--- src/rtl/mwr_pkg.sv ---
package mwr_pkg;

  typedef enum logic [2:0] {
    ST_IDLE = 3'd0,
    ST_CMD  = 3'd1,
    ST_ADDR = 3'd2,
    ST_DATA = 3'd3,
    ST_LAST = 3'd4
  } mwr_state_t;

  // true for the states in which the write-data enable may be driven
  function automatic logic is_wr_phase(mwr_state_t s);
    return (s == ST_DATA) || (s == ST_LAST);
  endfunction

endpackage

--- src/rtl/mwr_pace.sv ---
module mwr_pace (
  input  logic clk,
  input  logic rst_n,
  input  logic afull_n,
  input  logic full_n,
  output logic gate_ok
);
  logic thr_q;

  always_ff @(posedge clk) begin
    if (!rst_n) thr_q <= 1'b0;
    else        thr_q <= ~afull_n;
  end

  assign gate_ok = full_n & afull_n & ~thr_q;

  // the cycle after almost-full is seen, the gate is still closed
  p_afull_hold_r5: assert property (@(posedge clk) disable iff (!rst_n)
    (!afull_n) |=> !gate_ok);
  p_full_block_r5: assert property (@(posedge clk) disable iff (!rst_n)
    (!full_n) |-> !gate_ok);
endmodule

--- src/rtl/mwr_idle_tmr.sv ---
module mwr_idle_tmr #(
  parameter int TOW = 8
) (
  input  logic           clk,
  input  logic           rst_n,
  input  logic           run,
  input  logic           pending,
  input  logic [TOW-1:0] limit,
  output logic           expire
);
  logic [TOW-1:0] cnt_q;

  function automatic logic hit(logic [TOW-1:0] c, logic [TOW-1:0] lim);
    return (lim != '0) && (c == lim - TOW'(1));
  endfunction

  always_ff @(posedge clk) begin
    if (!rst_n || !run || pending) cnt_q <= '0;
    else if (cnt_q != '1)          cnt_q <= cnt_q + TOW'(1);
  end

  assign expire = run && !pending && hit(cnt_q, limit);

  p_tmo_enabled_r7: assert property (@(posedge clk) disable iff (!rst_n)
    expire |-> (limit != '0));
endmodule

--- src/rtl/mwr_track.sv ---
module mwr_track (
  input  logic       clk,
  input  logic       rst_n,
  input  logic [2:0] cur_state,
  input  logic [2:0] core_state,
  output logic       err
);
  logic [2:0] prev_q;
  logic       err_q;
  logic       diff;

  assign diff = (core_state != prev_q);

  always_ff @(posedge clk) begin
    if (!rst_n) begin
      prev_q <= 3'd0;
      err_q  <= 1'b0;
    end else begin
      prev_q <= cur_state;
      err_q  <= err_q | diff;
    end
  end

  assign err = err_q;

  p_sticky_r9: assert property (@(posedge clk) disable iff (!rst_n)
    err_q |=> err_q);
  p_flag_r9: assert property (@(posedge clk) disable iff (!rst_n)
    diff |=> err_q);
endmodule

--- src/rtl/mwr_seq.sv ---
module mwr_seq
  import mwr_pkg::*;
#(
  parameter int DW  = 32,
  parameter int TOW = 8,
  localparam int BEW = DW / 8
) (
  input  logic           clk,
  input  logic           rst_n,
  input  logic           start,
  input  logic [DW-1:0]  cmd_word,
  input  logic [DW-1:0]  addr_word,
  input  logic [TOW-1:0] idle_limit,
  input  logic           abort,
  input  logic           s_valid,
  input  logic [DW-1:0]  s_data,
  input  logic [BEW-1:0] s_be,
  input  logic           s_last,
  output logic           s_ready,
  input  logic           afull_n,
  input  logic           full_n,
  input  logic [2:0]     core_state,
  output logic           hdr_en_n,
  output logic           wr_en_n,
  output logic           last_n,
  output logic [DW-1:0]  dout,
  output logic [BEW-1:0] be,
  output logic [2:0]     seq_state,
  output logic           state_err
);
  mwr_state_t st, st_nx;
  logic gate_ok, tmo, in_data, xfer, end_beat;

  mwr_pace u_pace (
    .clk(clk), .rst_n(rst_n), .afull_n(afull_n), .full_n(full_n), .gate_ok(gate_ok)
  );

  mwr_idle_tmr #(.TOW(TOW)) u_tmr (
    .clk(clk), .rst_n(rst_n), .run(in_data), .pending(s_valid),
    .limit(idle_limit), .expire(tmo)
  );

  mwr_track u_track (
    .clk(clk), .rst_n(rst_n), .cur_state(seq_state), .core_state(core_state),
    .err(state_err)
  );

  assign in_data   = (st == ST_DATA);
  assign s_ready   = in_data & gate_ok & ~abort;
  assign xfer      = s_valid & s_ready;
  assign end_beat  = xfer & s_last;
  assign seq_state = st;

  always_ff @(posedge clk) begin
    if (!rst_n) st <= ST_IDLE;
    else        st <= st_nx;
  end

  always_comb begin
    st_nx = st;
    unique case (st)
      ST_IDLE: if (start) st_nx = ST_CMD;
      ST_CMD:  st_nx = ST_ADDR;
      ST_ADDR: st_nx = ST_DATA;
      ST_DATA: begin
        if (abort || tmo)  st_nx = ST_LAST;
        else if (end_beat) st_nx = ST_IDLE;
      end
      ST_LAST: if (gate_ok) st_nx = ST_IDLE;
      default: st_nx = ST_IDLE;
    endcase
  end

  always_comb begin
    hdr_en_n = 1'b1;
    wr_en_n  = 1'b1;
    last_n   = 1'b1;
    dout     = '0;
    be       = '0;
    unique case (st)
      ST_CMD:  begin hdr_en_n = 1'b0; dout = cmd_word;  end
      ST_ADDR: begin hdr_en_n = 1'b0; dout = addr_word; end
      ST_DATA: begin
        wr_en_n = ~xfer;
        last_n  = ~end_beat;
        dout    = s_data;
        be      = s_be;
      end
      ST_LAST: begin
        wr_en_n = ~gate_ok;
        last_n  = ~gate_ok;
      end
      default: ;
    endcase
  end

  p_cmd_then_addr_r2: assert property (@(posedge clk) disable iff (!rst_n)
    (st == ST_CMD) |=> (st == ST_ADDR));
  p_addr_then_data_r2: assert property (@(posedge clk) disable iff (!rst_n)
    (st == ST_ADDR) |=> (st == ST_DATA));
  p_wr_phase_only_r3: assert property (@(posedge clk) disable iff (!rst_n)
    (!wr_en_n) |-> is_wr_phase(st));
  p_last_ends_r4: assert property (@(posedge clk) disable iff (!rst_n)
    (!wr_en_n && !last_n) |=> (st == ST_IDLE));
  p_abort_to_last_r6: assert property (@(posedge clk) disable iff (!rst_n)
    (in_data && abort) |=> (st == ST_LAST));
  p_dummy_be_r6: assert property (@(posedge clk) disable iff (!rst_n)
    (st == ST_LAST && !wr_en_n) |-> (be == '0 && !last_n));
  p_dummy_held_r8: assert property (@(posedge clk) disable iff (!rst_n)
    (st == ST_LAST && wr_en_n) |=> (st == ST_LAST));
  p_start_busy_r10: assert property (@(posedge clk) disable iff (!rst_n)
    (st == ST_DATA && !abort && !tmo && !end_beat) |=> (st == ST_DATA));
endmodule

--- config.mk ---
export PLATFORM = sky130hd
export DESIGN_NAME = mwr_seq
export DESIGN_NICKNAME = d
export VERILOG_FILES = /design/src/rtl/mwr_pkg.sv /design/src/rtl/mwr_pace.sv /design/src/rtl/mwr_idle_tmr.sv /design/src/rtl/mwr_track.sv /design/src/rtl/mwr_seq.sv
export SDC_FILE = /design/constraint.sdc
export NUM_CORES = 1
export LEC_CHECK = 0
export BUFFER_PORTS_ARGS = -buffer_cell sky130_fd_sc_hd__buf_2
export CAP_MARGIN = 25
export CORE_MARGIN = 2
export CORE_UTILIZATION = 39
export CTS_BUF_LIST = sky130_fd_sc_hd__clkbuf_4 sky130_fd_sc_hd__clkbuf_8
export DETAILED_ROUTE_END_ITERATION = 6
export GPL_TIMING_DRIVEN = 0
export PLACE_DENSITY = 0.82
export REMOVE_ABC_BUFFERS = 1
export SLEW_MARGIN = 30
export SYNTH_ARGS = -nofsm -noshare
export SYNTH_HDL_FRONTEND = slang
export SYNTH_SLANG_ARGS = --single-unit
--- constraint.sdc ---
create_clock -name clk -period 2.4 [get_ports clk]
set_clock_uncertainty 0.1 [all_clocks]
set_input_delay 0.36 -clock clk [delete_from_list [all_inputs] [get_ports clk]]
set_output_delay 0.36 -clock clk [all_outputs]
set_load 0.02 [all_outputs]
# == After elaboration in Yosys (flattened, before gate mapping) ==
# Cells that the tools add are included.
# Widths: inputs -> output; s select.
# classes
n_mux,10
add_sub_neg,2
n_reduce_logical,13
eq_ne,10
n_bitwise,13
# op_table
op,count
$pmux 32 s3,1
$pmux 3 s5,1
$mux 3,4
$add 8x1->8 const B,1
$eq 8x8->1,1
$ne 8x8->1 const B,1
$reduce_bool 8->1,1
$sub 8x1->8 const B,1
$and 1x1->1,6
$eq 3x2->1 const B,2
$not 1->1,6
$mux 4,1
$ne 2x2->1 const B,2
$pmux 1 s2,2
$eq 3x1->1 const B,1
$eq 3x3->1 const B,1
$logic_and 1x1->1,3
$logic_not 1->1,3
$logic_not 3->1,1
$logic_or 1x1->1,3
$ne 3x1->1 const B,1
$ne 3x3->1,1
$reduce_and 3->1,1
$reduce_or 2->1,1
other kinds (2),2
# word_totals
out_inout_bits,44
input_bits,119
regBits,16
wordCells,53

# == Longest topological paths before layout ==
# Gate-level depths: netlist of the first run.
# logic_depth
word_depth,9
depth_mapped,9
depth_no_buf,8

# == Modules after synthesis ==
# A second synthesis of the first run with hierarchy kept.
# hier_totals
cells_unflattened,237
hier_area_um2,1848.0
# by_module_without_submodules
module,instances,seq_area_each_um2,cells_each,area_each_um2
mwr_seq,1,60.1,141,1044.8
mwr_idle_tmr,1,160.2,82,631.9
mwr_track,1,80.1,11,136.4
mwr_pace,1,20.0,3,35.0

# == Least setup slack after synthesis of the first run ==
# No wires, ideal clock.
# synth_path
path_type,register -> output
startpoint,register st[0] (netlist: seq_state[0])
endpoint,output port dout[0]
setup_slack_ns,0.324
n_path_buf,3
path_stages_with_launch,7
required_time_ns,1.940
arrival_ns,1.616
cell_sequence,dfxtp_1 -> buf_2 -> nor2b_1 -> clkbuf_1 -> buf_2 -> a22oi_1 -> nor2_1
# synth_between
elab_chain_cells,2
word_cells_on_any_way,4
classes_between,eq/ne: 3; mux: 1
# synth_lines
item,line,rtl
start: declaration,mwr_seq.sv:31,"mwr_state_t st, st_nx;"
start signal: assignment,mwr_seq.sv:56,else st <= st_nx;
$eq 3x2->1 / $eq 3x1->1 (equally long branches),mwr_seq.sv:80,unique case (st)
$pmux 32 s3 (*),mwr_seq.sv:80,
end: declaration,mwr_seq.sv:26,"output logic [DW-1:0] dout,"
# Mark *: on every way between the ends. The rest lies on a longest branch, timed or not.

# == Final worst setup path of the first run ==
# layout_path
startpoint,register st[0] (netlist: seq_state[0])
endpoint,output port dout[14]
# The elaborated chain is that of the path after synthesis.

==> tab_implementation.tex, run 1 <==
\begin{tabular}{lr}
\hline
Metric & Value \\
\hline
\multicolumn{2}{l}{\textbf{Floorplanning}} \\
\quad Starting density of the core & 40.0\% \\
\quad I/O pin cnt & 163 \\
\quad Core area & 0.00466 mm² \\
\quad Die width & 73.1 µm \\
\quad Core Rows & 25 \\
\quad Height of the die & 73.1 µm \\
\quad Area enclosed by the die boundary & 0.00535 mm² \\
\multicolumn{2}{l}{\textbf{Finish}} \\
\quad Sequential Area & 332 µm² \\
\quad Nets & 512 \\
\quad Final Instance Count excl. Fillers & 444 \\
\quad Area of the multi-input gates & 0.00146 mm² \\
\quad Number of inserted diodes & 0 \\
\quad Share of final-layout standard cells stronger than drive strength 1 & 46.9\% \\
\quad Layout filler cell count & 417 \\
\quad Area overhead of the layout relative to synthesis & 49.7\% \\
\multicolumn{2}{l}{\textbf{Worst setup path}} \\
\quad Crit-path max FO & 23 \\
\quad Worst EP arrival & 1.71 ns \\
\quad Classification of the worst setup path & reg2out \\
\quad Data required time of the worst path & 1.94 ns \\
\quad Critical path launch point type & flip-flop \\
\quad Kind of capture point of the worst setup path & primary output \\
\multicolumn{2}{l}{\textbf{Placed design}} \\
\quad Number of buffers inserted by port buffering & 162 \\
\quad Post-DP HPWL & 5230 µm \\
\quad Instance count after placement with tap cells included & 440 \\
\quad Final weighted congestion of routability-driven global placement & 0.878 \\
\multicolumn{2}{l}{\textbf{Pwr}} \\
\quad Internal power consumption & 0.000721 W \\
\quad Worst IR Drop VDD & 0.262 mV \\
\quad Power per standard cell area & 433 mW/mm² \\
\quad Switching Share & 40.3\% \\
\quad P\_leak & 1.42 nW \\
\quad Total design power & 0.00121 W \\
\quad Sequential fraction of design power & 27.8\% \\
\quad Relative contribution of the clock network to total power & 18.8\% \\
\quad Switch Pwr & 0.000488 W \\
\quad Combinational power share & 53.3\% \\
\multicolumn{2}{l}{\textbf{CTS}} \\
\quad Setup Buffers After CTS & 0 \\
\quad Number of buffers between clock root and the deepest sink & 2 \\
\quad Clock transition at path regs & 0.06 ns \\
\quad Clock net sink count & 16 \\
\quad TritonCTS clock tree & built \\
\quad Total number of H-tree levels & 1 \\
\quad Clock latency on the worst-skew pair & 0.24 ns \\
\quad Clock buffer count from CTS & 3 \\
\quad Clock root buffer & sky130\_fd\_sc\_hd\_\_clkbuf\_8 \\
\multicolumn{2}{l}{\textbf{STA}} \\
\quad RSZ-0062 raised after global routing & no \\
\quad Max\_slew headroom & 68.8\% \\
\quad Max frequency & 460 MHz \\
\quad Final worst-path cycle share & 90.6\% \\
\quad Setup Viol. Count Final & 0 \\
\quad Pin slew with the least headroom to its limit & 0.468 ns \\
\quad Hold violation total from the final report & 0 \\
\quad Worst hold slack after final layout & 0.190 ns \\
\quad Crit path time final & 2.17 ns \\
\quad Total count of max-transition violations in the final report & 0 \\
\multicolumn{2}{l}{\textbf{Synth}} \\
\quad Synth Instances & 241 \\
\quad Portion of the post-synthesis area used by sequential elements & 17.2\% \\
\quad Simple-gate share of the synthesized area & 25.7\% \\
\quad Mux cell area share after synthesis & 20.4\% \\
\quad Synthesized flop and latch total & 16 \\
\quad Area share of fa/ha/maj cells after synthesis & 1.34\% \\
\quad Xor-xnor portion of the synthesized cell area & 8.93\% \\
\quad Number of enable flip-flop cells after synthesis & 0 \\
\quad Yosys cell types & 40 \\
\quad Avg Inst Size Synth & 7.73 µm² \\
\quad Netlist area before placement & 0.00186 mm² \\
\quad Async set-or-reset flop fraction in the synthesized netlist & 0\% \\
\quad Synth Flop Type & sky130\_fd\_sc\_hd\_\_dfxtp\_1 \\
\quad Area fraction in compound gates after synthesis & 21.4\% \\
\quad Synth warnings & 0 \\
\quad Main combinational cell family by area after synthesis & simple AND/OR/NAND/NOR gates \\
\multicolumn{2}{l}{\textbf{GRT}} \\
\quad Global-route wire length before repair & 10000 µm \\
\quad Largest net degree at the start of global routing & 41 \\
\quad Initial antenna violation count & 0 \\
\quad Total gr overflow & 0 \\
\quad Total routing resource utilization after global routing & 23.5\% \\
\quad Vias in the first global route & 2211 \\
\multicolumn{2}{l}{\textbf{Route}} \\
\quad Post-route ant nets & 0 \\
\quad Post-detailed-route DRC marker count & 0 \\
\quad Via count & 2340 \\
\quad Routed wire per std cell & 14.4 µm \\
\quad First-pass iteration count of the detailed router & 4 \\
\quad Drt first-iter violations & 94 \\
\quad Final wirelength & 6390 µm \\
\quad Vias per std cell & 5.27 \\
\multicolumn{2}{l}{\textbf{Status}} \\
\quad Status & finished, final reports clean \\
\multicolumn{2}{l}{\textbf{Job}} \\
\quad Number of max-cap violations & 0 \\
\multicolumn{2}{l}{\textbf{Hold path}} \\
\quad Class of the tightest hold or removal check & in2reg \\
\hline
\end{tabular}
-- final timing paths --
path / startpoint / endpoint / slack (ns) / cells past startpoint
worst max-delay path: seq_state[0]$_SDFFE_PN0P_ / dout[14] / 0.23 / 5
worst min-delay path: afull_n / u_pace.thr_q$_SDFF_PN0_ / 0.19 / 2
worst max register to register: seq_state[0]$_SDFFE_PN0P_ / seq_state[0]$_SDFFE_PN0P_ / 0.32 / 7
worst min register to register: u_track.err$_SDFF_PN0_ / u_track.err$_SDFF_PN0_ / 0.41 / 1
-- worst max-delay path, cell delays in order (launching register included) --
cell and delay, ns:
sky130_fd_sc_hd__dfxtp_4 0.50, sky130_fd_sc_hd__buf_16 0.21, sky130_fd_sc_hd__mux2_2 0.35, sky130_fd_sc_hd__a22oi_1 0.18
sky130_fd_sc_hd__nor2_1 0.05, sky130_fd_sc_hd__buf_2 0.17
-- cell families (layout without fill, tap and decap cells) --
logic type,Yosys count,count (layout)
and+or+nand+nor,97,97
buffers and inverters,22,171
xor gates and xnor gates,19,19
AOI/OAI and AO/OA,51,51
muxes,34,34
adders and majority gates,2,2
DFF,16,16
-- metal layers --
layer	GRT usage [%]	part of all wire (%)	vias to the layer above
li1	-	-	1164
met1	27.8	38	1053
met2	40.5	50	101
met3	5.52	7.2	22
met4	9.47	3.9	0
met5	0	0	-
-- layout make-up --
type,instances,share of cell area [%]
Clock buffer,4,1.97
Timing Repair Buffer,164,31.0
Tap cell,54,2.42
Multi-Input combinational cell,203,52.3
Inverter,3,0.404
Sequential cell,16,11.9
-- synth_stat cells (2+ instances only) --
cell	instances	share of area, %
sky130_fd_sc_hd__inv_1	3	0.60
sky130_fd_sc_hd__nor2_1	47	9.5
sky130_fd_sc_hd__nand4_1	3	1.0
sky130_fd_sc_hd__o21bai_1	2	0.81
sky130_fd_sc_hd__clkbuf_1	11	2.2
sky130_fd_sc_hd__mux2i_1	2	1.1
sky130_fd_sc_hd__xor2_1	10	4.7
sky130_fd_sc_hd__o21ai_1	2	0.54
sky130_fd_sc_hd__nor4_2	2	1.3
sky130_fd_sc_hd__nor2b_1	4	1.3
sky130_fd_sc_hd__and3_1	2	0.67
sky130_fd_sc_hd__and2_1	8	2.7
sky130_fd_sc_hd__nand2b_1	3	1.0
sky130_fd_sc_hd__buf_2	8	2.1
sky130_fd_sc_hd__nor3_1	4	1.1
sky130_fd_sc_hd__a22oi_1	33	13
sky130_fd_sc_hd__or2_1	2	0.67
sky130_fd_sc_hd__dfxtp_1	16	17
sky130_fd_sc_hd__nand2_1	13	2.6
sky130_fd_sc_hd__nand3_1	4	1.1
sky130_fd_sc_hd__mux2_1	27	16
sky130_fd_sc_hd__nor3b_1	2	0.81
sky130_fd_sc_hd__mux2_2	5	3.0
sky130_fd_sc_hd__xnor2_1	9	4.2
sky130_fd_sc_hd__ha_1	2	1.3
sky130_fd_sc_hd__o21ai_0	3	0.81
-- sequential cells by signal, indices dropped and copies added (netlist names) --
signal,cells
seq_state,3
u_pace.thr_q,1
u_tmr.cnt_q,8
u_track.err,1
u_track.prev_q,3
-- per-stage QoR --
step	worst slack [ns]	utilization, %	instance area [µm²]	setup TNS (ns)
6_report	0.226	59.8	2790	0
5_1_grt	0.120	59.8	2790	0
4_1_cts	0.0645	59.7	2780	0
3_5_place_dp	0.0883	58.5	2730	0
3_3_place_gp	-1.93	57.1	2660	-66.95
2_1_floorplan	-1.11	-	1780	-36.25
-- cell usage in the layout (no fill, tap or decap), types with 4 or more instances in the layout --
master	count
sky130_fd_sc_hd__xnor2_1	9
sky130_fd_sc_hd__and2_1	8
sky130_fd_sc_hd__dfxtp_1	13
sky130_fd_sc_hd__clkbuf_8	4
sky130_fd_sc_hd__xor2_1	10
sky130_fd_sc_hd__buf_2	162
sky130_fd_sc_hd__nor2_1	47
sky130_fd_sc_hd__nand3_1	4
sky130_fd_sc_hd__mux2_2	5
sky130_fd_sc_hd__a22oi_1	33
sky130_fd_sc_hd__mux2_1	27
sky130_fd_sc_hd__nand2_1	13
sky130_fd_sc_hd__nor3_1	4
-- power groups by stage --
stage	registers [W]	logic, W	clock network (W)
final	0.000337	0.000644	0.000228
after global routing	0.000342	0.000703	0.000250
after CTS	0.000338	0.000647	0.000236
after detailed placement	0.000343	0.000646	0
after global placement	0.000356	0.000592	0
after floorplan	0.000342	0.000359	0
-- repair_timing --
item                                    4_1_cts  5_1_grt
hold endpoints to repair                      0        0
endpoints found under the setup margin        1        8
hold buffers                                  0        0
resized for setup                             1        2
cloned                                        0        0
(Power assumes the default switching activity.)
==> inputs of run 2 (changes only) <==
- CORE_UTILIZATION: 39 -> 42
- PLACE_DENSITY: 0.82 -> 0.88
- clock period: 2.4 -> 2.6 ns (I/O delays scaled with it)
==> tab_implementation.tex, run 2 (synthesized netlist as in run 1, its figures left out) <==
\begin{tabular}{lr}
\hline
Metric & Value \\
\hline
\multicolumn{2}{l}{\textbf{Worst setup path}} \\
\quad Kind of capture point of the worst setup path & primary output \\
\quad Category of cells accounting for the largest share of critical-path delay & flip-flops \\
\quad Crit-path max FO & 41 \\
\quad Classification of the worst setup path & reg2out \\
\quad Crit path depth & 5 \\
\quad Worst setup path start & seq\_state[1]\$\_SDFFE\_PN0P\_ \\
\quad Slowest Stage Delay on Critical Path & 0.91 ns \\
\quad Cell count of the worst reg-to-reg path & 6 \\
\quad Buffers \& Inverters on Critical Path & 1 \\
\quad Worst EP arrival & 1.98 ns \\
\quad Data required time of the worst path & 2.11 ns \\
\quad Critical path launch point type & flip-flop \\
\quad Slack of the worst reg-to-reg path & 0.15 ns \\
\quad Launch point of the worst reg-to-reg path & seq\_state[1]\$\_SDFFE\_PN0P\_ \\
\quad End of the worst register-to-register path & seq\_state[0]\$\_SDFFE\_PN0P\_ \\
\quad Critical-path top delay cell & sky130\_fd\_sc\_hd\_\_dfxtp\_2 \\
\quad Cells along the critical path & nand3b\_4, nor3b\_1, o21ai\_1, o21bai\_1, buf\_2 \\
\quad Capture point of the critical path & last\_n \\
\multicolumn{2}{l}{\textbf{STA}} \\
\quad Hold violation total from the final report & 0 \\
\quad Pin slew with the least headroom to its limit & 0.905 ns \\
\quad Final worst-path cycle share & 95.0\% \\
\quad RSZ-0062 raised after global routing & no \\
\quad Setup Viol. Count Final & 0 \\
\quad Minimum setup slack in the final design & 0.129 ns \\
\quad Crit path time final & 2.47 ns \\
\quad Max frequency & 405 MHz \\
\quad Total count of max-transition violations in the final report & 0 \\
\quad Max\_slew headroom & 39.6\% \\
\quad Setup TNS & 0 ns \\
\multicolumn{2}{l}{\textbf{Floorplanning}} \\
\quad I/O pin cnt & 163 \\
\quad Height of the die & 70.6 µm \\
\quad Die width & 70.6 µm \\
\quad Area enclosed by the die boundary & 0.00498 mm² \\
\quad Starting density of the core & 43.1\% \\
\quad Core area & 0.00432 mm² \\
\quad Core Rows & 24 \\
\multicolumn{2}{l}{\textbf{Finish}} \\
\quad Area overhead of the layout relative to synthesis & 48.4\% \\
\quad Commonest non-fill, non-tap cells in the layout & sky130\_fd\_sc\_hd\_\_buf\_2, sky130\_fd\_sc\_hd\_\_nor2\_1, sky130\_fd\_sc\_hd\_\_a22oi\_1 \\
\quad Final std cell area, no fill & 0.00277 mm² \\
\quad Final Instance Count excl. Fillers & 442 \\
\quad Most frequent standard cell in the layout excluding fill and tap cells & sky130\_fd\_sc\_hd\_\_buf\_2 \\
\quad Number of inserted diodes & 0 \\
\quad Register with the highest flop count & u\_tmr.cnt\_q \\
\quad Share of final-layout standard cells stronger than drive strength 1 & 46.9\% \\
\quad Nets & 512 \\
\quad Max reg flops & 8 \\
\multicolumn{2}{l}{\textbf{Placed design}} \\
\quad Number of buffers inserted by port buffering & 162 \\
\quad Instance count after placement with tap cells included & 437 \\
\quad Post-DP HPWL & 5410 µm \\
\quad Final weighted congestion of routability-driven global placement & 0.888 \\
\quad Post-placement worst setup slack & 0.178 ns \\
\quad Area of placed instances & 0.00270 mm² \\
\multicolumn{2}{l}{\textbf{Pwr}} \\
\quad Worst IR Drop VDD & 0.219 mV \\
\quad P\_leak & 1.41 nW \\
\quad Internal power consumption & 0.000657 W \\
\quad Relative contribution of the clock network to total power & 19.3\% \\
\quad Combinational power share & 52.5\% \\
\quad Switch Pwr & 0.000463 W \\
\quad Switching Share & 41.3\% \\
\quad Sequential fraction of design power & 28.2\% \\
\quad Power per standard cell area & 405 mW/mm² \\
\multicolumn{2}{l}{\textbf{CTS}} \\
\quad Clock root buffer & sky130\_fd\_sc\_hd\_\_clkbuf\_8 \\
\quad TritonCTS clock tree & built \\
\quad Setup Buffers After CTS & 0 \\
\quad Clock transition at path regs & 0.06 ns \\
\quad Number of buffers between clock root and the deepest sink & 2 \\
\quad Clock net sink count & 16 \\
\quad Number of gates resized after CTS & 1 \\
\quad Clock buffer count from CTS & 3 \\
\quad Total number of H-tree levels & 1 \\
\quad Clock latency on the worst-skew pair & 0.24 ns \\
\quad Count of hold-fix buffers inserted at cts & 0 \\
\multicolumn{2}{l}{\textbf{GRT}} \\
\quad Initial antenna violation count & 0 \\
\quad Vias in the first global route & 2297 \\
\quad Total routing resource utilization after global routing & 27.1\% \\
\quad Total gr overflow & 0 \\
\quad Global-route wire length before repair & 11000 µm \\
\quad Largest net degree at the start of global routing & 42 \\
\multicolumn{2}{l}{\textbf{Route}} \\
\quad First-pass iteration count of the detailed router & 5 \\
\quad Vias per std cell & 5.37 \\
\quad Post-detailed-route DRC marker count & 0 \\
\quad Final wirelength & 6770 µm \\
\quad Routed wire per std cell & 15.3 µm \\
\quad Via count & 2373 \\
\quad Post-route ant nets & 0 \\
\quad Drt first-iter violations & 113 \\
\multicolumn{2}{l}{\textbf{Job}} \\
\quad Number of max-cap violations & 0 \\
\multicolumn{2}{l}{\textbf{Hold path}} \\
\quad Class of the tightest hold or removal check & in2reg \\
\multicolumn{2}{l}{\textbf{Status}} \\
\quad Status & finished, final reports clean \\
\hline
\end{tabular}
==> run 2: cell types whose count changed in the layout (fill, tap and decap cells not counted) <==
cell and change:
sky130_fd_sc_hd__buf_16 -1, sky130_fd_sc_hd__nor2b_4 +1, sky130_fd_sc_hd__dfxtp_2 +3, sky130_fd_sc_hd__dfxtp_4 -3
==> run 2: how the worst min path moves through the flow <==
stage / slack, ns / end / startpoint / cells after the start
2_1_floorplan: 0.36 / u_pace.thr_q$_SDFF_PN0_ / afull_n / 1
3_3_place_gp: 0.37 / u_track.err$_SDFF_PN0_ / u_track.err$_SDFF_PN0_ / 1
3_5_place_dp: 0.41 / u_track.err$_SDFF_PN0_ / u_track.err$_SDFF_PN0_ / 1
4_1_cts: 0.22 / u_pace.thr_q$_SDFF_PN0_ / afull_n / 2
5_1_grt: 0.22 / u_pace.thr_q$_SDFF_PN0_ / afull_n / 2
6_report: 0.22 / u_pace.thr_q$_SDFF_PN0_ / afull_n / 2
==> run 2: area by class of cell <==
class	count	area, µm²
timing repair buffer	163	838
inverter	3	11.3
tap	52	65.1
fill	386	1560
sequential	16	324
clock buffer	4	55.1
multi-input combinational	204	1470
==> run 2: metal layers <==
layer / up-vias / routed length (µm) / global-route usage, %
li1: 1166 / - / -
met1: 1106 / 2740 / 31.7
met2: 93 / 3450 / 50.3
met3: 8 / 516 / 7.26
met4: 0 / 67 / 4.40
met5: - / 0 / 0
==> run 2: power by group through the flow <==
| stage | logic (W) | clock network (W) | registers [W] |
|---|---|---|---|
| finish | 0.000588 | 0.000216 | 0.000316 |
| floorplan | 0.000331 | 0 | 0.000316 |
| detailed placement | 0.000584 | 0 | 0.000319 |
| CTS | 0.000592 | 0.000220 | 0.000316 |
| global placement | 0.000551 | 0 | 0.000328 |
| global route | 0.000637 | 0.000235 | 0.000320 |
==> run 2: metrics by stage <==
step	hold WS [ns]	power, W	utilization, %
6_report	0.222	0.00112	63.9
3_3_place_gp	0.369	0.000879	61.5
4_1_cts	0.219	0.00113	63.9
3_5_place_dp	0.413	0.000902	62.4
5_1_grt	0.217	0.00119	63.9
2_1_floorplan	0.362	0.000647	-
==> run 2: worst reg2reg max path, stage by stage (launching register included) <==
cell,delay [ns]
sky130_fd_sc_hd__dfxtp_2,0.91
sky130_fd_sc_hd__nand3b_4,0.19
sky130_fd_sc_hd__nor4_2,0.29
sky130_fd_sc_hd__nand2_1,0.14
sky130_fd_sc_hd__a2111oi_4,0.37
sky130_fd_sc_hd__a31o_1,0.24
sky130_fd_sc_hd__o31ai_1,0.08
